--- config.mk ---
export PLATFORM = sky130hd
export DESIGN_NAME = sha256_core
export DESIGN_NICKNAME = d
export VERILOG_FILES = /design/src/rtl/sha256_pkg.sv /design/src/rtl/sha256_sched.sv /design/src/rtl/sha256_round.sv /design/src/rtl/sha256_ctrl.sv /design/src/rtl/sha256_core.sv
export SDC_FILE = /design/constraint.sdc
export NUM_CORES = 2
export LEC_CHECK = 0
export BUFFER_PORTS_ARGS = -buffer_cell sky130_fd_sc_hd__buf_2
export CORE_UTILIZATION = 26
export DETAILED_ROUTE_END_ITERATION = 10
export PLACE_DENSITY = 0.4
export REMOVE_ABC_BUFFERS = 1
export SLEW_MARGIN = 20
export SYNTH_ARGS = -nofsm -noshare
export SYNTH_HDL_FRONTEND = slang
export SYNTH_HIERARCHICAL = 1
export SYNTH_SLANG_ARGS = --single-unit
--- constraint.sdc ---
create_clock -name clk -period 10.1 [get_ports clk]
set_clock_uncertainty 0.2 [all_clocks]
set_input_delay 1.01 -clock clk [delete_from_list [all_inputs] [get_ports clk]]
set_output_delay 1.01 -clock clk [all_outputs]
set_load 0.1 [all_outputs]
--- src/rtl/sha256_pkg.sv ---
package sha256_pkg;
  localparam int WORD_W   = 32;
  localparam int WIN_N    = 16;
  localparam int STATE_N  = 8;
  localparam int ROUNDS_N = 64;
  localparam int BLOCK_W  = WORD_W * WIN_N;
  localparam int DIGEST_W = WORD_W * STATE_N;
  localparam int RND_W    = $clog2(ROUNDS_N);

  typedef logic [WORD_W-1:0] word_t;
  typedef logic [0:STATE_N-1][WORD_W-1:0] state_t;
  typedef logic [0:WIN_N-1][WORD_W-1:0] block_t;
  typedef enum logic [1:0] {PH_IDLE, PH_ROUND, PH_FOLD} phase_e;

  localparam state_t INIT_WORDS = {
    32'h6a09e667, 32'hbb67ae85, 32'h3c6ef372, 32'ha54ff53a,
    32'h510e527f, 32'h9b05688c, 32'h1f83d9ab, 32'h5be0cd19};

  localparam logic [0:ROUNDS_N-1][WORD_W-1:0] ROUND_K = {
    32'h428a2f98, 32'h71374491, 32'hb5c0fbcf, 32'he9b5dba5, 32'h3956c25b, 32'h59f111f1, 32'h923f82a4, 32'hab1c5ed5,
    32'hd807aa98, 32'h12835b01, 32'h243185be, 32'h550c7dc3, 32'h72be5d74, 32'h80deb1fe, 32'h9bdc06a7, 32'hc19bf174,
    32'he49b69c1, 32'hefbe4786, 32'h0fc19dc6, 32'h240ca1cc, 32'h2de92c6f, 32'h4a7484aa, 32'h5cb0a9dc, 32'h76f988da,
    32'h983e5152, 32'ha831c66d, 32'hb00327c8, 32'hbf597fc7, 32'hc6e00bf3, 32'hd5a79147, 32'h06ca6351, 32'h14292967,
    32'h27b70a85, 32'h2e1b2138, 32'h4d2c6dfc, 32'h53380d13, 32'h650a7354, 32'h766a0abb, 32'h81c2c92e, 32'h92722c85,
    32'ha2bfe8a1, 32'ha81a664b, 32'hc24b8b70, 32'hc76c51a3, 32'hd192e819, 32'hd6990624, 32'hf40e3585, 32'h106aa070,
    32'h19a4c116, 32'h1e376c08, 32'h2748774c, 32'h34b0bcb5, 32'h391c0cb3, 32'h4ed8aa4a, 32'h5b9cca4f, 32'h682e6ff3,
    32'h748f82ee, 32'h78a5636f, 32'h84c87814, 32'h8cc70208, 32'h90befffa, 32'ha4506ceb, 32'hbef9a3f7, 32'hc67178f2};

  function automatic word_t rotr(word_t x, int n);
    return (x >> n) | (x << (WORD_W - n));
  endfunction

  function automatic word_t big_s0(word_t x);
    return rotr(x, 2) ^ rotr(x, 13) ^ rotr(x, 22);
  endfunction

  function automatic word_t big_s1(word_t x);
    return rotr(x, 6) ^ rotr(x, 11) ^ rotr(x, 25);
  endfunction

  function automatic word_t small_s0(word_t x);
    return rotr(x, 7) ^ rotr(x, 18) ^ (x >> 3);
  endfunction

  function automatic word_t small_s1(word_t x);
    return rotr(x, 17) ^ rotr(x, 19) ^ (x >> 10);
  endfunction

  function automatic word_t choose(word_t e, word_t f, word_t g);
    return (e & f) ^ (~e & g);
  endfunction

  function automatic word_t majority(word_t a, word_t b, word_t c);
    return (a & b) ^ (a & c) ^ (b & c);
  endfunction
endpackage

--- src/rtl/sha256_sched.sv ---
module sha256_sched
  import sha256_pkg::*;
(
  input  logic   clk,
  input  logic   rst_n,
  input  logic   load_en,
  input  logic   shift_en,
  input  block_t blk_i,
  output word_t  w_o
);
  word_t win_q [WIN_N];
  word_t w_next;

  assign w_next = small_s1(win_q[14]) + win_q[9] + small_s0(win_q[1]) + win_q[0];
  assign w_o    = win_q[0];

  for (genvar i = 0; i < WIN_N; i++) begin : g_win
    if (i == WIN_N - 1) begin : g_tail
      always_ff @(posedge clk or negedge rst_n) begin
        if (!rst_n)        win_q[i] <= '0;
        else if (load_en)  win_q[i] <= blk_i[i];
        else if (shift_en) win_q[i] <= w_next;
      end
    end else begin : g_body
      always_ff @(posedge clk or negedge rst_n) begin
        if (!rst_n)        win_q[i] <= '0;
        else if (load_en)  win_q[i] <= blk_i[i];
        else if (shift_en) win_q[i] <= win_q[i+1];
      end
    end
  end

  // the first round consumes message word 0 of the captured block
  assert_first_word_R2: assert property (@(posedge clk) disable iff (!rst_n)
    load_en |=> w_o == $past(blk_i[0]));
endmodule

--- src/rtl/sha256_round.sv ---
module sha256_round
  import sha256_pkg::*;
(
  input  state_t st_i,
  input  word_t  k_i,
  input  word_t  w_i,
  output state_t st_o
);
  word_t t1, t2;

  assign t1 = st_i[7] + big_s1(st_i[4]) + choose(st_i[4], st_i[5], st_i[6]) + k_i + w_i;
  assign t2 = big_s0(st_i[0]) + majority(st_i[0], st_i[1], st_i[2]);

  always_comb begin
    st_o    = st_i;
    st_o[0] = t1 + t2;
    st_o[1] = st_i[0];
    st_o[2] = st_i[1];
    st_o[3] = st_i[2];
    st_o[4] = st_i[3] + t1;
    st_o[5] = st_i[4];
    st_o[6] = st_i[5];
    st_o[7] = st_i[6];
  end
endmodule

--- src/rtl/sha256_ctrl.sv ---
module sha256_ctrl
  import sha256_pkg::*;
(
  input  logic             clk,
  input  logic             rst_n,
  input  logic             load_i,
  input  logic             final_i,
  output logic             load_acc,
  output logic             final_acc,
  output logic             round_en,
  output logic             fold_en,
  output logic [RND_W-1:0] rnd_o,
  output logic             busy_o
);
  phase_e phase_q;
  logic [RND_W-1:0] rnd_q;
  logic rnd_last;

  assign rnd_last  = (rnd_q == RND_W'(ROUNDS_N - 1));
  assign busy_o    = (phase_q != PH_IDLE);
  assign final_acc = !busy_o && final_i;
  assign load_acc  = !busy_o && load_i && !final_i;
  assign round_en  = (phase_q == PH_ROUND);
  assign fold_en   = (phase_q == PH_FOLD);
  assign rnd_o     = rnd_q;

  always_ff @(posedge clk or negedge rst_n) begin
    if (!rst_n) begin
      phase_q <= PH_IDLE;
      rnd_q   <= '0;
    end else begin
      unique case (phase_q)
        PH_IDLE: if (load_acc) begin
          phase_q <= PH_ROUND;
          rnd_q   <= '0;
        end
        PH_ROUND: begin
          rnd_q <= rnd_q + 1'b1;
          if (rnd_last) phase_q <= PH_FOLD;
        end
        PH_FOLD: phase_q <= PH_IDLE;
        default: phase_q <= PH_IDLE;
      endcase
    end
  end

  assert_load_starts_R3: assert property (@(posedge clk) disable iff (!rst_n)
    load_acc |=> busy_o && round_en && rnd_o == '0);
  assert_fold_ends_R3: assert property (@(posedge clk) disable iff (!rst_n)
    fold_en |=> !busy_o);
  assert_rounds_advance_R4: assert property (@(posedge clk) disable iff (!rst_n)
    (round_en && rnd_o != RND_W'(ROUNDS_N - 1)) |=> round_en && rnd_o == RND_W'($past(rnd_o) + 1'b1));
  assert_final_wins_R7: assert property (@(posedge clk) disable iff (!rst_n)
    (!busy_o && load_i && final_i) |=> !busy_o);
endmodule

--- src/rtl/sha256_core.sv ---
module sha256_core
  import sha256_pkg::*;
(
  input  logic                clk,
  input  logic                rst_n,
  input  logic                load_i,
  input  logic                final_i,
  input  logic [BLOCK_W-1:0]  block_i,
  output logic                busy_o,
  output logic                valid_o,
  output logic [DIGEST_W-1:0] digest_o
);
  logic load_acc, final_acc, round_en, fold_en;
  logic [RND_W-1:0] rnd;
  word_t  w_cur;
  state_t chain_q, work_q, work_nxt, chain_sum, dig_q;
  logic   valid_q;

  sha256_ctrl u_ctrl (
    .clk(clk), .rst_n(rst_n), .load_i(load_i), .final_i(final_i),
    .load_acc(load_acc), .final_acc(final_acc), .round_en(round_en),
    .fold_en(fold_en), .rnd_o(rnd), .busy_o(busy_o)
  );

  sha256_sched u_sched (
    .clk(clk), .rst_n(rst_n), .load_en(load_acc), .shift_en(round_en),
    .blk_i(block_t'(block_i)), .w_o(w_cur)
  );

  sha256_round u_round (
    .st_i(work_q), .k_i(ROUND_K[rnd]), .w_i(w_cur), .st_o(work_nxt)
  );

  for (genvar i = 0; i < STATE_N; i++) begin : g_fold
    assign chain_sum[i] = chain_q[i] + work_q[i];
  end

  always_ff @(posedge clk or negedge rst_n) begin
    if (!rst_n) begin
      chain_q <= INIT_WORDS;
      work_q  <= '0;
      dig_q   <= '0;
      valid_q <= 1'b0;
    end else begin
      if (load_acc)      work_q <= chain_q;
      else if (round_en) work_q <= work_nxt;

      if (final_acc)    chain_q <= INIT_WORDS;
      else if (fold_en) chain_q <= chain_sum;

      if (final_acc) begin
        dig_q   <= chain_q;
        valid_q <= 1'b1;
      end else if (load_acc) begin
        valid_q <= 1'b0;
      end
    end
  end

  assign digest_o = dig_q;
  assign valid_o  = valid_q;

  assert_publish_R6: assert property (@(posedge clk) disable iff (!rst_n)
    final_acc |=> valid_o && digest_o == DIGEST_W'($past(chain_q)));
  assert_restart_R6: assert property (@(posedge clk) disable iff (!rst_n)
    final_acc |=> chain_q == INIT_WORDS);
  assert_load_clears_R8: assert property (@(posedge clk) disable iff (!rst_n)
    load_acc |=> !valid_o);
  assert_digest_hold_R8: assert property (@(posedge clk) disable iff (!rst_n)
    !final_acc |=> $stable(digest_o));
  assert_busy_final_R5: assert property (@(posedge clk) disable iff (!rst_n)
    (busy_o && final_i) |=> $stable(valid_o));
endmodule

After elaboration in Yosys (flattened, before gate mapping)
Memories as Yosys holds them, arrays and structs flattened.
Cells that the tools add are included.
{"block": "totals", "reg_bits": 1289, "romBits": 2048, "output_inout_bits": 258, "mem_count": 1}
{"name": "(name not given)", "depth": 64, "word_bits": 32, "read_ports": 1, "rd_clocked_by_memory_dff": 0, "write_ports": 0, "line_no": "sha256_core.sv:31", "rtl": ".st_i(work_q), .k_i(ROUND_K[rnd]), .w_i(w_cur), .st_o(work_nxt)"}
{"block": "op_classes", "n_addsub": 19, "n_lt_le_gt_ge": 1, "n_eq_ne": 5, "mux": 45, "bitwise": 28, "reduce_logical": 13}
{"operator": "2-to-1 mux 32 bit", "n": 34}
{"operator": "2-to-1 mux 256 bit", "n": 4}
{"operator": "adder 32 bit", "n": 18}
{"operator": "bitwise XOR 32 bit", "n": 9}
{"operator": "AND 32 bit", "n": 5}
{"operator": "NOT 32 bit", "n": 1}
{"operator": "bitwise OR 10 x 32 -> 32 bit", "n": 1}
{"operator": "bitwise OR 13 x 32 -> 32 bit", "n": 1}
{"operator": "bitwise OR 14 x 32 -> 32 bit", "n": 1}
{"operator": "bitwise OR 15 x 32 -> 32 bit", "n": 1}
{"operator": "bitwise OR 19 x 32 -> 32 bit", "n": 1}
{"operator": "bitwise OR 21 x 32 -> 32 bit", "n": 1}
{"operator": "bitwise OR 25 x 32 -> 32 bit", "n": 1}
{"operator": "bitwise OR 26 x 32 -> 32 bit", "n": 1}
{"operator": "bitwise OR 30 x 32 -> 32 bit", "n": 1}
{"operator": "bitwise OR 7 x 32 -> 32 bit", "n": 1}
{"operator": "bitwise XOR 32 x 22 -> 32 bit", "n": 1}
{"operator": "bitwise XOR 32 x 29 -> 32 bit", "n": 1}
{"operator": "one-hot mux 6 bit (2 select lines)", "n": 1}
{"operator": "nonzero test 2 bit", "n": 5}
{"operator": "greater-or-equal comparator 7 bit (second input constant)", "n": 1}
{"operator": "NOT 6 -> 7 bit", "n": 1}
{"operator": "adder 6 x 1 -> 6 bit (second input constant)", "n": 1}
{"operator": "== test 6 bit (second input constant)", "n": 1}
{"operator": "12 further kinds", "n": 18}

Longest topological paths before layout
{"block": "depth", "ltp_word": 10, "depth_mapped": 41}

By module
Netlist, hierarchy kept.
{"mod": "sha256_core", "instances": 1, "cells_each": 4693, "area_each_um2": 45707.6}
{"mod": "sha256_sched", "instances": 1, "cells_each": 2793, "area_each_um2": 27739.1}
{"mod": "sha256_round", "instances": 1, "cells_each": 1459, "area_each_um2": 11423.5}
{"mod": "sha256_ctrl", "instances": 1, "cells_each": 44, "area_each_um2": 424.2}

Least setup slack after synthesis
No wires, ideal clock.
{"block": "synth_timing", "path_kind": "flip-flop to flip-flop", "from": "reg u_ctrl.rnd_q[1], in the netlist u_ctrl/rnd_o[1]", "to": "reg work_q[252] (netlist bit)", "setup_ns": 0.083, "arrival_time_ns": 8.214, "required_time_ns": 9.817, "slack_ns": 1.604, "stages_incl_launch_ff": 37, "n_path_buf": 1, "cell_sequence": "dfrtp_1 clkinv_1 ha_1 clkbuf_1 o21ai_0 a221o_1 o21ai_0 inv_1 fa_1 fa_1 fa_1 inv_1 ha_1 fa_1 a211oi_1 o211a_1 nor4_1 o22a_1 nor2_1 a21oi_1 a21o_1 a21o_1 xnor2_1 fa_1 inv_1 ha_1 nand3_1 nor3_1 a221oi_1 o2111ai_1 o211ai_1 a21oi_1 a21o_1 a21oi_1 xnor2_1 mux2i_1 o21ai_0"}
{"element": "start: declaration", "line_no": "sha256_ctrl.sv:16", "rtl": "logic [RND_W-1:0] rnd_q;"}
{"element": "start signal: assignment", "line_no": "sha256_ctrl.sv:38", "rtl": "rnd_q <= rnd_q + 1'b1;"}
{"element": "end signal: assignment", "line_no": "sha256_core.sv:45", "rtl": "if (load_acc) work_q <= chain_q;"}
{"element": "end signal: assignment", "line_no": "sha256_core.sv:46", "rtl": "else if (round_en) work_q <= work_nxt;"}
{"element": "end: declaration", "line_no": "sha256_core.sv:16", "rtl": "state_t chain_q, work_q, work_nxt, chain_sum, dig_q;"}

==> run_results.csv <==
group,metric,value,unit
routing,routed_wl,352000,um
floorplan,die_area,330000,um2
synthesis,synthCells,8989,
routing,via_per_inst,4.94,
synthesis,synthTopCellsByArea,"dfrtp_1 34%, mux2i_1 9.8%, o21ai_0 6.3%",
place,portBuffers,773,
synthesis,synth_edf_count,0,
floorplan,initial_utilization,26.2,%
sta,rsz0062_at_grt,"no",
synthesis,yosysTopAreaCellShare,33.8,%
setup_path,end_kind,"flip-flop",
synthesis,synth_cell_types,101,
place,dp_hpwl,268000,um
clock_network,post_cts_buffers,0,
setup_path,arrival,10.10,ns
synthesis,syn_avg_cell_area,9.49,um2
routing,drt_iter0_markers,5609,
clock_network,cts.sinks,1289,
place,place_ws,0.345,ns
floorplan,die_y,575,um
setup_path,crit_path_max_fanout,19,
place,gp_congestion,0.910,
finish,finalNetCount,10517,
synthesis,yosysSeqAreaShare,38.0,%
clock_network,cts-root-buf,"clkbuf_16",
finish,final_util,30.4,%
global_routing,grt_usage,20.8,%
routing,drc,0,
sta,hold_viol_final,0,
sta,maxSlewViolCount,0,
synthesis,ys_seq_elements,1289,
synthesis,yosys_warnings,6,
routing,routedWlPerCell,25.3,um
setup_path,cpPeakStageDelay,0.63,ns
setup_path,timing_worst_setup_path_type,"flip-flop to flip-flop",
finish,fillers,34210,
routing,dr_wl_met3,16200,um
clock_network,cts_tree,"built",
job,drv_cap,0,
routing,ant_nets,0,
setup_path,crit_path_frequent_cell,"fa_1",
run_status,status,"finished clean",
clock_network,clockBufferDepth,4,
global_routing,grt_max_degree,269,
floorplan,core,325000,um2
clock_network,numCtsBuffers,173,
finish,final_area,98800,um2
synthesis,synth_common_cells,"1153 x dfrtp_1, 1082 x o21ai_0, 1065 x nand2_1, 832 x mux2i_1, 484 x inv_1",
finish,layout-drive-gt1-share,18.2,%
sta,fin_setup_tns,0,ns
setup_path,required,10.70,ns
finish,area.growth.synth_to_final,15.9,%
global_routing,overflow,0,
global_routing,grt_pass1_vias,67868,
sta,finalSetupViolations,0,
routing,via_count,68678,
sta,timing.slew.headroom,23.4,%
sta,tightest_slew,1.15,ns
sta,min_period,9.50,ns
routing,routed.top_layer,"met5",
sta,fin_ws,0.603,ns
clock_network,clock_latency,0.89,ns
floorplan,ios,774,
routing,wl_met2,156000,um
synthesis,async_reset_ff_share,100,%
routing,wl_met1,170000,um
place,postPlaceCellArea,92800,um2
global_routing,grt_pass1_wl,505000,um
floorplan,fp.dieW,575,um
clock_network,h-tree-depth,4,
synthesis,yosysTopAreaCell,"dfrtp_1",
sta,fmax,0.105,GHz
floorplan,rows,209,
synthesis,syn_area,85300,um2
global_routing,antenna_found_initial,95,
sta,fin_crit_sh,94.0,%
setup_path,crit_path_start_kind,"flip-flop",
clock_network,clk_pin_slew,0.06,ns
synthesis,post-synth-top-count-cell,"dfrtp_1",
routing,first_pass_iters,6,
min_path,hp-class,"primary input to flip-flop",
setup_path,cpMaxStageDelayCell,"ha_1",
synthesis,yosys_most_used_dff,"dfrtp_1",
metal layers:
layer / track usage [%] / up-vias
met5: 0 / -
li1: - / 31985
met1: 30.1 / 34548
met3: 2.84 / 438
met2: 32.2 / 1691
met4: 5.32 / 16
registers in the layout (all words and copies together) (netlist names):
name / flops
u_ctrl/phase_q: 2
chain_q: 256
u_sched/win_q: 480
work_q: 256
digest_o: 256
u_sched/w_o: 32
valid_o: 1
u_ctrl/rnd_o: 6
path summary, 6_finish.rpt:
| kind | slack [ns] | cells after the start | to | startpoint |
|---|---|---|---|---|
| max | 0.60 | 39 | work_q[252] | u_ctrl/rnd_o[1] |
| min | 0.15 | 3 | u_sched/win_q[176] | block_i[176] |
| max reg2reg | 0.60 | 39 | work_q[252] | u_ctrl/rnd_o[1] |
| min reg2reg | 0.28 | 1 | valid_o | valid_o |
| max in group asynchronous | 6.84 | 4 | u_sched/win_q[449] | rst_n |
| min in group asynchronous | 0.47 | 2 | valid_o | rst_n |
worst max-delay path: cells and delay by family (launching register included):
| family | cells | cell delay (ns) |
|---|---|---|
| and+or+nand+nor | 4 | 0.41 |
| DFF | 1 | 0.36 |
| xor gates and xnor gates | 2 | 0.46 |
| AOI/OAI and AO/OA | 16 | 3.41 |
| adders and majority gates | 8 | 3.35 |
| muxes | 2 | 0.25 |
| buffers and inverters | 7 | 0.98 |
final cells by class:
class                   count  area (um2)  share of cell area (%)
diodes                     22        55.1                  0.0557
clock buffers             247        4940                    5.00
clock inverters            65        1020                    1.03
inverters                 490        1860                    1.88
multi-input cells        6497       47500                    48.1
flip-flops and latches   1289       32400                    32.8
well taps                4325        5410                    5.47
repair buffers            966        5590                    5.65
stage by stage:
step                hold WS (ns)  std cells
finish                     0.151      13901
global route               0.116      13888
CTS                       0.0542      13879
detailed placement         0.282      13566
global placement           0.276      13566
floorplan                  0.275       8276
timing repair:
item	in CTS	in global routing
hold endpoints to repair	67	0
hold buffers	1	0
setup endpoints to repair	0	5
resized for setup	0	2
layout by cell type, fill, tap and decap left out, types with 362 or more instances in the layout:
master / count
nand2_1: 1064
mux2i_1: 832
o21ai_0: 1081
dfrtp_1: 1149
ha_1: 388
buf_2: 772
a21oi_1: 441
xnor2_1: 362
inv_1: 483
nor2_1: 377
cells by family after synthesis:
kind of cell | Yosys count | synth area share [%]
AOI/OAI and AO/OA | 2288 | 16.0
xor gates and xnor gates | 580 | 5.96
adders and majority gates | 587 | 10.3
buffers and inverters | 1203 | 6.30
DFF | 1289 | 38.0
muxes | 1115 | 13.6
and+or+nand+nor | 1927 | 9.84
Power is left out: the tool's default activity adds up to more than one toggle a clock period on the data nets, which glitch-free logic cannot reach.
